--- src/rtl/rf_pkg.sv ---
package rf_pkg;
  localparam int SEL_W = 5;

  typedef enum logic [SEL_W-1:0] {
    SEL_D0L  = 5'd0,
    SEL_D0H  = 5'd1,
    SEL_D1L  = 5'd2,
    SEL_D1H  = 5'd3,
    SEL_D0   = 5'd4,
    SEL_D1   = 5'd5,
    SEL_D2   = 5'd6,
    SEL_D3   = 5'd7,
    SEL_P20  = 5'd8,
    SEL_P31  = 5'd9,
    SEL_ADR0 = 5'd10,
    SEL_ADR1 = 5'd11,
    SEL_SBAS = 5'd12,
    SEL_FBAS = 5'd13,
    SEL_STK  = 5'd14,
    SEL_ITAB = 5'd15
  } rsel_e;
endpackage

--- src/rtl/rf_bank.sv ---
module rf_bank
  import rf_pkg::*;
#(
  parameter int DATA_W = 16,
  parameter int ADDR_W = 24,
  parameter int NUM_D  = 4,
  parameter int NUM_A  = 2
) (
  input  logic                          clk,
  input  logic                          rst,
  input  logic                          we,
  input  logic [SEL_W-1:0]              sel,
  input  logic [2*DATA_W-1:0]           wdata,
  output logic [NUM_D-1:0][DATA_W-1:0]  dreg,
  output logic [NUM_A-1:0][ADDR_W-1:0]  areg,
  output logic [ADDR_W-1:0]             fbase
);
  localparam int HALF_W = DATA_W / 2;

  // Data registers: per-byte enables so byte, word and pair writes share one path
  for (genvar i = 0; i < NUM_D; i++) begin : g_data
    logic              lo_en, hi_en;
    logic [DATA_W-1:0] nv;
    logic [DATA_W-1:0] q;

    always_comb begin
      lo_en = 1'b0;
      hi_en = 1'b0;
      nv    = wdata[DATA_W-1:0];
      if (we) begin
        case (sel)
          SEL_D0L: if (i == 0) lo_en = 1'b1;
          SEL_D0H: if (i == 0) begin
            hi_en = 1'b1;
            nv    = {wdata[HALF_W-1:0], {HALF_W{1'b0}}};
          end
          SEL_D1L: if (i == 1) lo_en = 1'b1;
          SEL_D1H: if (i == 1) begin
            hi_en = 1'b1;
            nv    = {wdata[HALF_W-1:0], {HALF_W{1'b0}}};
          end
          SEL_D0:  if (i == 0) begin lo_en = 1'b1; hi_en = 1'b1; end
          SEL_D1:  if (i == 1) begin lo_en = 1'b1; hi_en = 1'b1; end
          SEL_D2:  if (i == 2) begin lo_en = 1'b1; hi_en = 1'b1; end
          SEL_D3:  if (i == 3) begin lo_en = 1'b1; hi_en = 1'b1; end
          SEL_P20: begin
            if (i == 0) begin lo_en = 1'b1; hi_en = 1'b1; end
            if (i == 2) begin
              lo_en = 1'b1; hi_en = 1'b1;
              nv    = wdata[2*DATA_W-1:DATA_W];
            end
          end
          SEL_P31: begin
            if (i == 1) begin lo_en = 1'b1; hi_en = 1'b1; end
            if (i == 3) begin
              lo_en = 1'b1; hi_en = 1'b1;
              nv    = wdata[2*DATA_W-1:DATA_W];
            end
          end
          default: ;
        endcase
      end
    end

    always_ff @(posedge clk) begin
      if (rst) begin
        q <= '0;
      end else begin
        if (lo_en) q[HALF_W-1:0]      <= nv[HALF_W-1:0];
        if (hi_en) q[DATA_W-1:HALF_W] <= nv[DATA_W-1:HALF_W];
      end
    end

    assign dreg[i] = q;
  end

  // Address registers
  for (genvar j = 0; j < NUM_A; j++) begin : g_addr
    logic [ADDR_W-1:0] q;
    logic              en;
    assign en = we && (sel == SEL_W'(int'(SEL_ADR0) + j));

    always_ff @(posedge clk) begin
      if (rst)     q <= '0;
      else if (en) q <= wdata[ADDR_W-1:0];
    end

    assign areg[j] = q;
  end

  // Frame base
  logic [ADDR_W-1:0] fb_q;
  always_ff @(posedge clk) begin
    if (rst)                           fb_q <= '0;
    else if (we && sel == SEL_FBAS)    fb_q <= wdata[ADDR_W-1:0];
  end
  assign fbase = fb_q;

  // A low-byte write must keep the high byte
  assert_byte_keep_R3: assert property (@(posedge clk) disable iff (rst)
    (we && sel == SEL_D0L) |=> dreg[0][DATA_W-1:HALF_W] == $past(dreg[0][DATA_W-1:HALF_W]));

  // A pair write lands both halves on the same edge
  assert_pair_both_R4: assert property (@(posedge clk) disable iff (rst)
    (we && sel == SEL_P20) |=> (dreg[0] == $past(wdata[DATA_W-1:0]) &&
                                dreg[2] == $past(wdata[2*DATA_W-1:DATA_W])));

  // A bank that is not written keeps its contents
  assert_idle_bank_R5: assert property (@(posedge clk) disable iff (rst)
    !we |=> ($stable(dreg) && $stable(areg) && $stable(fbase)));
endmodule

--- src/rtl/rf_shared.sv ---
module rf_shared
  import rf_pkg::*;
#(
  parameter int DATA_W = 16,
  parameter int ADDR_W = 24,
  parameter int NUM_STK = 2
) (
  input  logic                 clk,
  input  logic                 rst,
  input  logic                 we,
  input  logic [SEL_W-1:0]     sel,
  input  logic [2*DATA_W-1:0]  wdata,
  input  logic                 stk_sel,
  output logic [ADDR_W-1:0]    sbase,
  output logic [ADDR_W-1:0]    itab,
  output logic [ADDR_W-1:0]    sp_act,
  output logic                 sp_odd
);
  logic [NUM_STK-1:0][ADDR_W-1:0] stk_q;

  for (genvar k = 0; k < NUM_STK; k++) begin : g_stk
    logic en;
    assign en = we && (sel == SEL_STK) && (stk_sel == k[0]);
    always_ff @(posedge clk) begin
      if (rst)     stk_q[k] <= '0;
      else if (en) stk_q[k] <= wdata[ADDR_W-1:0];
    end
  end

  logic [ADDR_W-1:0] sb_q, it_q;
  always_ff @(posedge clk) begin
    if (rst) begin
      sb_q <= '0;
      it_q <= '0;
    end else if (we) begin
      if (sel == SEL_SBAS) sb_q <= wdata[ADDR_W-1:0];
      if (sel == SEL_ITAB) it_q <= wdata[ADDR_W-1:0];
    end
  end

  assign sbase  = sb_q;
  assign itab   = it_q;
  assign sp_act = stk_q[stk_sel];
  assign sp_odd = sp_act[0];

  // Only the selected stack pointer may change
  assert_user_stk_only_R6: assert property (@(posedge clk) disable iff (rst)
    (we && sel == SEL_STK && !stk_sel) |=> $stable(stk_q[1]));
  assert_intr_stk_only_R6: assert property (@(posedge clk) disable iff (rst)
    (we && sel == SEL_STK && stk_sel) |=> $stable(stk_q[0]));
endmodule

--- src/rtl/rf_read_port.sv ---
module rf_read_port
  import rf_pkg::*;
#(
  parameter int DATA_W = 16,
  parameter int ADDR_W = 24,
  parameter int NUM_D  = 4,
  parameter int NUM_A  = 2
) (
  input  logic [SEL_W-1:0]             sel,
  input  logic [NUM_D-1:0][DATA_W-1:0] dreg,
  input  logic [NUM_A-1:0][ADDR_W-1:0] areg,
  input  logic [ADDR_W-1:0]            fbase,
  input  logic [ADDR_W-1:0]            sbase,
  input  logic [ADDR_W-1:0]            sp_act,
  input  logic [ADDR_W-1:0]            itab,
  output logic [2*DATA_W-1:0]          rdata
);
  localparam int BUS_W  = 2 * DATA_W;
  localparam int HALF_W = DATA_W / 2;

  always_comb begin
    rdata = '0;
    case (sel)
      SEL_D0L:  rdata = BUS_W'(dreg[0][HALF_W-1:0]);
      SEL_D0H:  rdata = BUS_W'(dreg[0][DATA_W-1:HALF_W]);
      SEL_D1L:  rdata = BUS_W'(dreg[1][HALF_W-1:0]);
      SEL_D1H:  rdata = BUS_W'(dreg[1][DATA_W-1:HALF_W]);
      SEL_D0:   rdata = BUS_W'(dreg[0]);
      SEL_D1:   rdata = BUS_W'(dreg[1]);
      SEL_D2:   rdata = BUS_W'(dreg[2]);
      SEL_D3:   rdata = BUS_W'(dreg[3]);
      SEL_P20:  rdata = {dreg[2], dreg[0]};
      SEL_P31:  rdata = {dreg[3], dreg[1]};
      SEL_ADR0: rdata = BUS_W'(areg[0]);
      SEL_ADR1: rdata = BUS_W'(areg[1]);
      SEL_SBAS: rdata = BUS_W'(sbase);
      SEL_FBAS: rdata = BUS_W'(fbase);
      SEL_STK:  rdata = BUS_W'(sp_act);
      SEL_ITAB: rdata = BUS_W'(itab);
      default:  rdata = '0;
    endcase
  end
endmodule

--- src/rtl/banked_regfile.sv ---
module banked_regfile
  import rf_pkg::*;
#(
  parameter int DATA_W    = 16,
  parameter int ADDR_W    = 24,
  parameter int NUM_BANKS = 2,
  parameter int NUM_RD    = 2
) (
  input  logic                clk,
  input  logic                rst,
  input  logic                bank_sel,
  input  logic                stk_sel,
  input  logic [SEL_W-1:0]    rd_sel_a,
  output logic [2*DATA_W-1:0] rd_data_a,
  input  logic [SEL_W-1:0]    rd_sel_b,
  output logic [2*DATA_W-1:0] rd_data_b,
  input  logic                wr_en,
  input  logic [SEL_W-1:0]    wr_sel,
  input  logic [2*DATA_W-1:0] wr_data,
  output logic                sp_odd
);
  localparam int NUM_D = 4;
  localparam int NUM_A = 2;
  localparam int BUS_W = 2 * DATA_W;

  logic [NUM_BANKS-1:0][NUM_D-1:0][DATA_W-1:0] bk_d;
  logic [NUM_BANKS-1:0][NUM_A-1:0][ADDR_W-1:0] bk_a;
  logic [NUM_BANKS-1:0][ADDR_W-1:0]            bk_fb;

  for (genvar b = 0; b < NUM_BANKS; b++) begin : g_bank
    logic bwe;
    assign bwe = wr_en && (bank_sel == b[0]);
    rf_bank #(
      .DATA_W(DATA_W), .ADDR_W(ADDR_W), .NUM_D(NUM_D), .NUM_A(NUM_A)
    ) u_bank (
      .clk  (clk),
      .rst  (rst),
      .we   (bwe),
      .sel  (wr_sel),
      .wdata(wr_data),
      .dreg (bk_d[b]),
      .areg (bk_a[b]),
      .fbase(bk_fb[b])
    );
  end

  logic [ADDR_W-1:0] sbase, itab, sp_act;

  rf_shared #(.DATA_W(DATA_W), .ADDR_W(ADDR_W), .NUM_STK(2)) u_shared (
    .clk    (clk),
    .rst    (rst),
    .we     (wr_en),
    .sel    (wr_sel),
    .wdata  (wr_data),
    .stk_sel(stk_sel),
    .sbase  (sbase),
    .itab   (itab),
    .sp_act (sp_act),
    .sp_odd (sp_odd)
  );

  logic [NUM_RD-1:0][SEL_W-1:0] rsel;
  logic [NUM_RD-1:0][BUS_W-1:0] rdat;
  assign rsel[0] = rd_sel_a;
  assign rsel[1] = rd_sel_b;

  for (genvar p = 0; p < NUM_RD; p++) begin : g_rd
    rf_read_port #(
      .DATA_W(DATA_W), .ADDR_W(ADDR_W), .NUM_D(NUM_D), .NUM_A(NUM_A)
    ) u_rd (
      .sel   (rsel[p]),
      .dreg  (bk_d[bank_sel]),
      .areg  (bk_a[bank_sel]),
      .fbase (bk_fb[bank_sel]),
      .sbase (sbase),
      .sp_act(sp_act),
      .itab  (itab),
      .rdata (rdat[p])
    );
  end

  assign rd_data_a = rdat[0];
  assign rd_data_b = rdat[1];

  // A write with an unused code touches no register of the visible bank
  assert_bad_code_R8: assert property (@(posedge clk) disable iff (rst)
    (wr_en && wr_sel >= SEL_W'(16)) |=> ($stable(bk_d) && $stable(bk_a) && $stable(sbase)));
endmodule

--- config.mk ---
export PLATFORM = sky130hd
export DESIGN_NAME = banked_regfile
export DESIGN_NICKNAME = d
export VERILOG_FILES = /design/src/rtl/rf_pkg.sv /design/src/rtl/rf_bank.sv /design/src/rtl/rf_shared.sv /design/src/rtl/rf_read_port.sv /design/src/rtl/banked_regfile.sv
export SDC_FILE = /design/constraint.sdc
export NUM_CORES = 1
export LEC_CHECK = 0
export BUFFER_PORTS_ARGS = -buffer_cell sky130_fd_sc_hd__clkbuf_2
export CORE_MARGIN = 2
export CORE_UTILIZATION = 50
export CTS_CLUSTER_DIAMETER = 50
export DETAILED_ROUTE_END_ITERATION = 7
export PLACE_DENSITY_LB_ADDON = 0.05
export SETUP_SLACK_MARGIN = 0.15
export SYNTH_ARGS = -nofsm -noshare
export SYNTH_HDL_FRONTEND = slang
export SYNTH_HIERARCHICAL = 1
export SYNTH_SLANG_ARGS = --single-unit
--- constraint.sdc ---
create_clock -name clk -period 2 [get_ports clk]
set_input_delay 0.2 -clock clk [delete_from_list [all_inputs] [get_ports clk]]
set_output_delay 0.2 -clock clk [all_outputs]
set_load 0.01 [all_outputs]
======== Yosys cells after proc, flatten, opt, wreduce, memory -nomap -nowiden ========
Cells that the tools add are included.
Widths: inputs -> output; s select.
storage, ports and cells
  bits in registers ....................... 368
  latch bits .............................. 0
  bits in writable memories ............... 0
  bits in read-only memories .............. 0
  input bits .............................. 52
  output and inout bits ................... 65
  logic and storage cells ................. 133
  memories ................................ 0
cells by class
  $add $sub $neg .......................... 0
  multiply operators ...................... 0
  divide/modulo/power cells ............... 0
  $lt $le $gt $ge ......................... 2
  equal/unequal tests ..................... 45
  shift operators ......................... 0
  multiplexer cells ....................... 40
  bitwise gates (word level) .............. 2
  reduce and logical (&&, ||, !) cells .... 22
operators by type and width
  operator            count
  $pmux 32 s16        2
  $mux 16             12
  $mux 64             2
  $eq 5x4->1 const B  24
  $mux 24             4
  $mux 48             2
  $eq 5x3->1 const B  12
  $eq 5x2->1 const B  6
  $mux 1              18
  $eq 5x1->1 const B  3
  $logic_not 5->1     3
  $reduce_or 3->1     4
  $logic_and 1x1->1   11
  $lt 1x2->1 const B  2
  $reduce_and 2->1    2
  $reduce_or 2->1     2
  $not 1->1           2

======== Longest topological paths before layout ========
Gate-level depths: netlist of run 1.
  depth after elaboration ................. 4
  depth in mapped cells ................... 10
  mapped depth without buffers ............ 5

======== Modules after synthesis ========
Netlist of run 1, hierarchy kept.
modules (own cells, without submodules)
  module                        instances  cells an instance  area an instance (um^2)
  rf_bank                       2          666                5612.9
  rf_shared                     1          372                4170.2
  rf_read_port at g_rd[0].u_rd  1          303                2401.1
  rf_read_port at g_rd[1].u_rd  1          305                2344.7
  banked_regfile                1          153                1706.6

======== Least setup slack after synthesis of run 1 ========
Ideal clock, no wire load.
  kind .................................... input to output
  start point ............................. input port stk_sel
  end point ............................... output port rd_data_b[0]
  data arrival time ....................... 1808 ps
  data required time ...................... 1800 ps
  slack ................................... -8 ps
  cell stages on the path ................. 8
  buffers on the path ..................... 3
  cell sequence ........................... buf_2 -> buf_2 -> mux2_2 -> buf_4 -> mux2_2 -> a22o_1 -> a22oi_1 -> nand3_1
between the ends
  word-level cells in the longest chain between the ends .. 3
RTL lines
  element                                      RTL line              source
  start: declaration                           banked_regfile.sv:12  input logic stk_sel,
  $mux 24 (not written as such) (2 in series)  rf_shared.sv:43       assign sp_act = stk_q[stk_sel];
  via sp_odd                                   banked_regfile.sv:20  output logic sp_odd
  $pmux 32 s16                                 rf_read_port.sv:23    case (sel)
  end: declaration                             banked_regfile.sv:16  output logic [2*DATA_W-1:0] rd_data_b,
The timed path passes the listed nets, and every way through them passes these cells. The select of a mux whose other input is x is not followed.

======== Worst setup path after layout of run 1 ========
  start point ............................. register g_bank[0].u_bank.g_data[2].q[14]
  end point ............................... output port rd_data_b[14]
between the ends
  word-level cells in the longest chain between the ends .. 3
RTL lines
  element                                      RTL line              source
  start: declaration                           rf_bank.sv:24         logic [DATA_W-1:0] q;
  start signal: indexed assignment             rf_bank.sv:69         if (lo_en) q[HALF_W-1:0] <= nv[HALF_W-1:0];
  start signal: indexed assignment             rf_bank.sv:70         if (hi_en) q[DATA_W-1:HALF_W] <= nv[DATA_W-1:HALF_W];
  $mux 64 (not written as such) (2 in series)  banked_regfile.sv:72  .dreg (bk_d[bank_sel]),
  $pmux 32 s16                                 rf_read_port.sv:23
No other way between the ends. The select of a mux whose other input is x is not followed.

==> results by group, run 1 <==
Run status
  • Status: finished with violations
  • Failing checks: negative setup slack

STA
  • Final period util: 132.3%
  • Max-slew violation count: 0
  • Tmin final: 2.647 ns
  • Finish-stage setup viols: 52
  • Hold Fails Final Rpt: 0
  • Final WS setup: -0.6467 ns
  • RSZ-0062 raised after global routing: true
  • Slew @ Worst Pin: 0.7987 ns
  • Fmax achieved: 0.3778 GHz
  • Clock Skews: 0 ns
  • Normalized max-slew margin: 46.75%

Final layout
  • Area added between synthesis and finish: 32.32%
  • Net count reported at finish: 2850
  • Layout cells sized above 1: 39.00%
  • Fin util: 67.11%

Global routing
  • Initial antenna violation count: 2
  • First-pass GRT wire length: 144700 um
  • Grt total ovfl: 0
  • Gr usage total: 44.03%
  • Number of global-route vias before repair: 21461
  • Largest net degree at the start of global routing: 98

Logic synthesis
  • Post-synth EDFFs: 0
  • Synthesized Nets: 2517
  • Ys async rst share: 0%
  • Most frequently used flop master after synthesis: dfxtp_1
  • Synth unique cells: 84
  • Syn Std Cell Area: 0.02185 mm2
  • Number of synthesized register bits: 368
  • Yosys warning total: 6
  • Syn_area_per_cell: 8.863 um2
  • Sequential fraction of the synthesis area: 33.72%
  • Syn Inst Count: 2465

Setup path
  • Launch point of the worst reg-to-reg path: g_bank[1].u_bank/g_data[2].q[14]
  • WP data required: 1.80 ns
  • Crit path DAT: 2.45 ns
  • Setup crit end kind: primary output
  • FF-to-FF path depth: 2
  • Crit path max fanout: 2
  • Worst R2R Setup Slack: 1.16 ns
  • Setup CP Type: flip-flop to primary output
  • RR Endpoint: g_bank[1].u_bank/g_data[2].q[14]
  • Critical Path Source Type: flip-flop

Die
  • Starting Density: 50.72%
  • Core area: 0.04308 mm2
  • Die width: 213.0 um
  • Rows: 76
  • Die ar.: 0.04539 mm2
  • Die H: 213.0 um
  • Ports: 117

Clock network
  • Num CTS Buffers: 43
  • Clock Latency Late Sink: 0.57 ns
  • TritonCTS clock tree: built
  • Clock-pin slew on the worst setup and hold paths: 0.07 ns
  • Clk sink count: 368
  • Clock Path Buffers: 3
  • H-tree depth: 2
  • Root Driver: clkbuf_16

Detailed routing
  • Drc violations: 0
  • TritonRoute pass-1 iters: 6
  • Drt wl/cell: 29.72 um
  • Via Count: 22382
  • Routed Antenna Nets: 0
  • Vias per cell: 6.546
  • Drt total wl: 101600 um
  • Number of DRC markers in iteration 0: 2424

Min path
  • Worst Min Path Start: wr_data[23]
  • Worst Hold Class: input pin to flip-flop
  • Hold EP: g_bank[1].u_bank/fbase[23]
  • WHS Path Cells: 3

Power and ir drop
  • Total Power: 18.15 mW
  • PD cells: 627.8 mW/mm2
  • Worst vdd ir: 0.0007161 V
  • Leakage: 11.83 nW

Job
  • Max Cap Viol: 0

Place
  • GPL Wtd Cong: 1.098
  • Post-detail-place hpwl: 74780 um
  • Number of port buffers: 116
  • Setup slack at placement: -0.5641 ns
-- state kept, by name, indices dropped and copies added, names as in the netlist --
name                    count
u_shared/stk_q             48
g_bank.u_bank/g_addr.q     96
g_bank.u_bank/fbase        48
u_shared/itab              24
g_bank.u_bank/g_data.q    128
u_shared/sbase             24
-- metrics by stage --
| step | cell area, um2 | std cells | hold slack (ns) | TNS [ns] |
|---|---|---|---|---|
| final | 28910 | 3419 | 0.03627 | -16.96 |
| after floorplan | 21910 | 2465 | 0.3360 | 0 |
| after global placement | 25270 | 3295 | 0.4377 | -41.05 |
| after CTS | 28360 | 3403 | 0.003914 | -16.27 |
| after detailed placement | 25270 | 3295 | 0.4464 | -46.61 |
| after global routing | 28910 | 3419 | 0.04086 | -18.14 |
-- worst max-delay path, stage by stage (launching register included) --
cell and delay (ns):
dfxtp_4 0.38, mux2_4 0.28, mux2_2 0.28, a22o_1 0.20, a222oi_1 0.28, o211ai_1 0.22, clkbuf_2 0.18
-- cell usage after synthesis, types with 9 or more instances --
cell type / count / area [um2]
o21ai_0: 27 / 135.1
a22oi_1: 50 / 375.4
buf_6: 42 / 473.0
a2111oi_2: 12 / 180.2
buf_2: 62 / 310.3
nand2b_1: 129 / 807.0
a311oi_2: 56 / 840.8
o211ai_1: 9 / 67.56
nand2_1: 385 / 1445
inv_1: 9 / 33.78
nand4_1: 32 / 200.2
nor3_1: 13 / 65.06
o32ai_1: 9 / 78.83
clkbuf_1: 108 / 405.4
nor2_1: 132 / 495.5
nor3b_1: 13 / 97.59
nor2b_1: 10 / 62.56
mux2i_1: 187 / 1872
a22o_1: 33 / 289.0
a221oi_1: 26 / 227.7
and3_1: 60 / 375.4
nand3_1: 103 / 515.5
a21oi_1: 179 / 895.9
a211oi_1: 34 / 255.2
a32oi_1: 12 / 105.1
mux2_2: 179 / 2016
buf_4: 21 / 157.7
dfxtp_1: 368 / 7367
-- area by class of cell --
cell class                 count  area [um2]
clock buffer                  52        1180
multi-input combinational   1853       14390
sequential                   368        7491
inverter                       9       33.78
antenna                        1       2.502
timing repair buffer         523        4677
tap                          585       732.0
fill                        3487       14170
clock inverter                28       400.4
-- power breakdown --
group	total [mW]	leakage [nW]	switching (mW)	internal, mW
logic	2.15	8.06	1.36	0.789
clock network	8.57	0.768	3.49	5.09
registers	7.43	3.01	0.0501	7.38
total	18.1	11.8	4.89	13.3
-- cells in the final DEF (no fill, tap or decap), drive strengths merged, types with 7 or more instances in the layout --
cell type and instances:
a2111oi 22, a211oi 38, a21oi 182, a221oi 26, a222oi 7, a22o 33, a22oi 50, a311oi 64
a32oi 12, and2 8, and3 62, buf 439, clkbuf 128, clkinv 16, dfxtp 368, dlygate4sd3 8
inv 12, mux2 185, mux2i 187, nand2 386, nand2b 130, nand3 106, nand3b 7, nand4 32
nand4b 9, nor2 141, nor2b 10, nor3 18, nor3b 16, o211ai 9, o21ai 28, o22ai 7
o32ai 9, or3b 8
-- what timing repair did --
action,in CTS,in global routing
endpoints found under the setup margin,64,64
gates resized for setup,331,124
hold buffers,8,0
setup buffers,20,15
endpoints found under the hold margin,32,0
pin swaps,94,59
-- how the worst max path moves through the flow --
stage	start	to	slack (ns)	depth (start not counted)
floorplan	bank_sel	rd_data_a[7]	0.15	7
global placement	bank_sel	rd_data_b[0]	-0.68	8
detailed placement	bank_sel	rd_data_b[0]	-0.56	8
CTS	g_bank[0].u_bank/g_data[2].q[14]	rd_data_b[14]	-0.61	6
global route	g_bank[0].u_bank/g_data[2].q[14]	rd_data_b[14]	-0.67	6
finish	g_bank[0].u_bank/g_data[2].q[14]	rd_data_b[14]	-0.65	6
-- logic make-up after synthesis --
group | synth area share, %
compound gates | 18.51
xor+xnor | 0.1203
buf+inv | 6.477
flops | 33.72
mux | 18.62
simple gates | 22.55
-- layer usage --
metal  wire [um]  vias to the layer above  global-route usage (%)
met4        8227                        6                   30.43
li1            -                     9644                       -
met3       10180                      375                   10.37
met1       38130                    10943                   53.32
met5         110                        -                       0
met2       44970                     1414                   69.21
(Power assumes the default switching activity.)
==> run 2, diff against run 1 <==
Settings changed: REMOVE_ABC_BUFFERS set to 1.
==> run 2 against run 1 <==
Against the previous run: the flow still finishes with violations (negative setup slack); cell area shrank 0.75%; utilization shrank 0.50 points; sequential share of layout area is essentially flat; via count shrank 0.28%; fmax grew 2.6%; wire length shrank 2.6%.
==> results by group, run 2 (same netlist as run 1, synthesis figures left out) <==
Place
  • Post-detail-place hpwl: 72170 um
  • Placed cell area: 0.02543 mm2
  • Setup slack at placement: -0.4378 ns
  • GPL Wtd Cong: 1.075
  • Number of port buffers: 116

Global routing
  • Largest net degree at the start of global routing: 68
  • First-pass GRT wire length: 140900 um
  • Number of global-route vias before repair: 21652
  • Gr usage total: 42.75%
  • Initial antenna violation count: 2
  • Grt total ovfl: 0

Final layout
  • Reg with most FFs: g_bank.u_bank/g_data.q
  • Layout cells sized above 1: 36.71%
  • Most frequent cells in the layout: nand2_1, buf_4, dfxtp_1
  • Post-Layout Inst Area: 0.02869 mm2
  • Most common cell after layout, fill and taps aside: nand2_1
  • Fin util: 66.61%
  • Largest registers: g_bank.u_bank/g_data.q x128, g_bank.u_bank/g_addr.q x96
  • # diodes: 0
  • Net count reported at finish: 2875
  • Area added between synthesis and finish: 31.33%
  • Max reg flops: 128

Setup path
  • Setup CP Type: flip-flop to primary output
  • Critical Path Source Type: flip-flop
  • WP data required: 1.80 ns
  • Crit path DAT: 2.38 ns
  • Setup crit end kind: primary output
  • Crit path max fanout: 2

Clock network
  • H-tree depth: 2
  • Clock Latency Late Sink: 0.59 ns
  • Num CTS Buffers: 42
  • Root Driver: clkbuf_16
  • Clk sink count: 368
  • Clock-pin slew on the worst setup and hold paths: 0.06 ns
  • Clock Path Buffers: 3
  • TritonCTS clock tree: built

STA
  • Tmin final: 2.580 ns
  • Max-slew violation count: 0
  • Final WS setup: -0.5802 ns
  • Final period util: 129.0%
  • Hold Fails Final Rpt: 0
  • RSZ-0062 raised after global routing: true
  • Slew @ Worst Pin: 0.7144 ns
  • Normalized max-slew margin: 52.38%
  • Finish-stage setup viols: 54
  • Fmax achieved: 0.3876 GHz
  • Clock Skews: 0 ns

Detailed routing
  • TritonRoute pass-1 iters: 7
  • Number of DRC markers in iteration 0: 2308
  • Via Count: 22319
  • Drt wl/cell: 28.80 um
  • Vias per cell: 6.494
  • Drc violations: 0
  • Drt total wl: 98970 um
  • Routed Antenna Nets: 0

Die
  • Starting Density: 50.72%
  • Rows: 76
  • Die H: 213.0 um
  • Die ar.: 0.04539 mm2
  • Ports: 117
  • Die width: 213.0 um
  • Core area: 0.04308 mm2

Run status
  • Failing checks: negative setup slack
  • Status: finished with violations

Power and ir drop
  • Worst vdd ir: 0.0007330 V
  • Leakage: 11.78 nW
  • PD cells: 613.1 mW/mm2
  • Total Power: 17.59 mW

Min path
  • Worst Hold Class: input pin to flip-flop

Job
  • Max Cap Viol: 0
run 2: critical path, stage by stage (launching register included):
cell      delay [ns]
dfxtp_2         0.33
mux2_4          0.28
mux2_4          0.31
a22o_1          0.20
a222oi_1        0.28
o211ai_1        0.20
clkbuf_2        0.17
run 2: area by class of cell:
type	instances	area [um2]
clock buffer	59	1225
clock inverter	14	211.5
fill	3643	14380
inverter	9	33.78
multi-input combinational	1854	14140
sequential	368	7428
tap	585	732.0
timing repair buffer	548	4923
run 2: what timing repair did:
action                                  in CTS  in global routing
gates cloned                                 3                  1
endpoints found under the setup margin      64                 64
setup buffers                               25                 14
resized for setup                          249                109
pin swaps                                   74                 48
hold endpoints to repair                    32                  0
hold buffers                                 8                  0
run 2: path summary, 6_finish.rpt:
check	slack, ns	cells past startpoint	start	to
setup / recovery	-0.58	6	g_bank[0].u_bank/g_data[2].q[14]	rd_data_b[14]
setup reg to reg	1.16	2	g_bank[1].u_bank/g_data[3].q[0]	g_bank[1].u_bank/g_data[3].q[0]
hold reg to reg	0.45	2	g_bank[1].u_bank/g_addr[1].q[17]	g_bank[1].u_bank/g_addr[1].q[17]
hold / removal	0.006	2	rst	g_bank[0].u_bank/g_data[0].q[1]
run 2: stage by stage:
step | setup TNS, ns | hold slack [ns] | instances
2_1_floorplan | -6.151 | 0.2679 | 2230
3_3_place_gp | -14.45 | 0.4378 | 3314
3_5_place_dp | -18.10 | 0.4460 | 3314
4_1_cts | -15.93 | 0.0006782 | 3423
5_1_grt | -18.48 | 0.03155 | 3437
6_report | -16.20 | 0.005977 | 3437
run 2: where the power goes:
part	switching (mW)	leakage, nW	internal, mW
combinational	1.33	8.09	0.801
clock	3.32	0.699	4.71
sequential	0.0390	2.99	7.39
run 2: metal layers:
metal	share of wire, %	track usage (%)	wire, um
met3	8.8	8.104	8663
met2	45	68.15	44510
met4	8.0	30.36	7940
met5	0.011	0	11
met1	38	51.90	37840
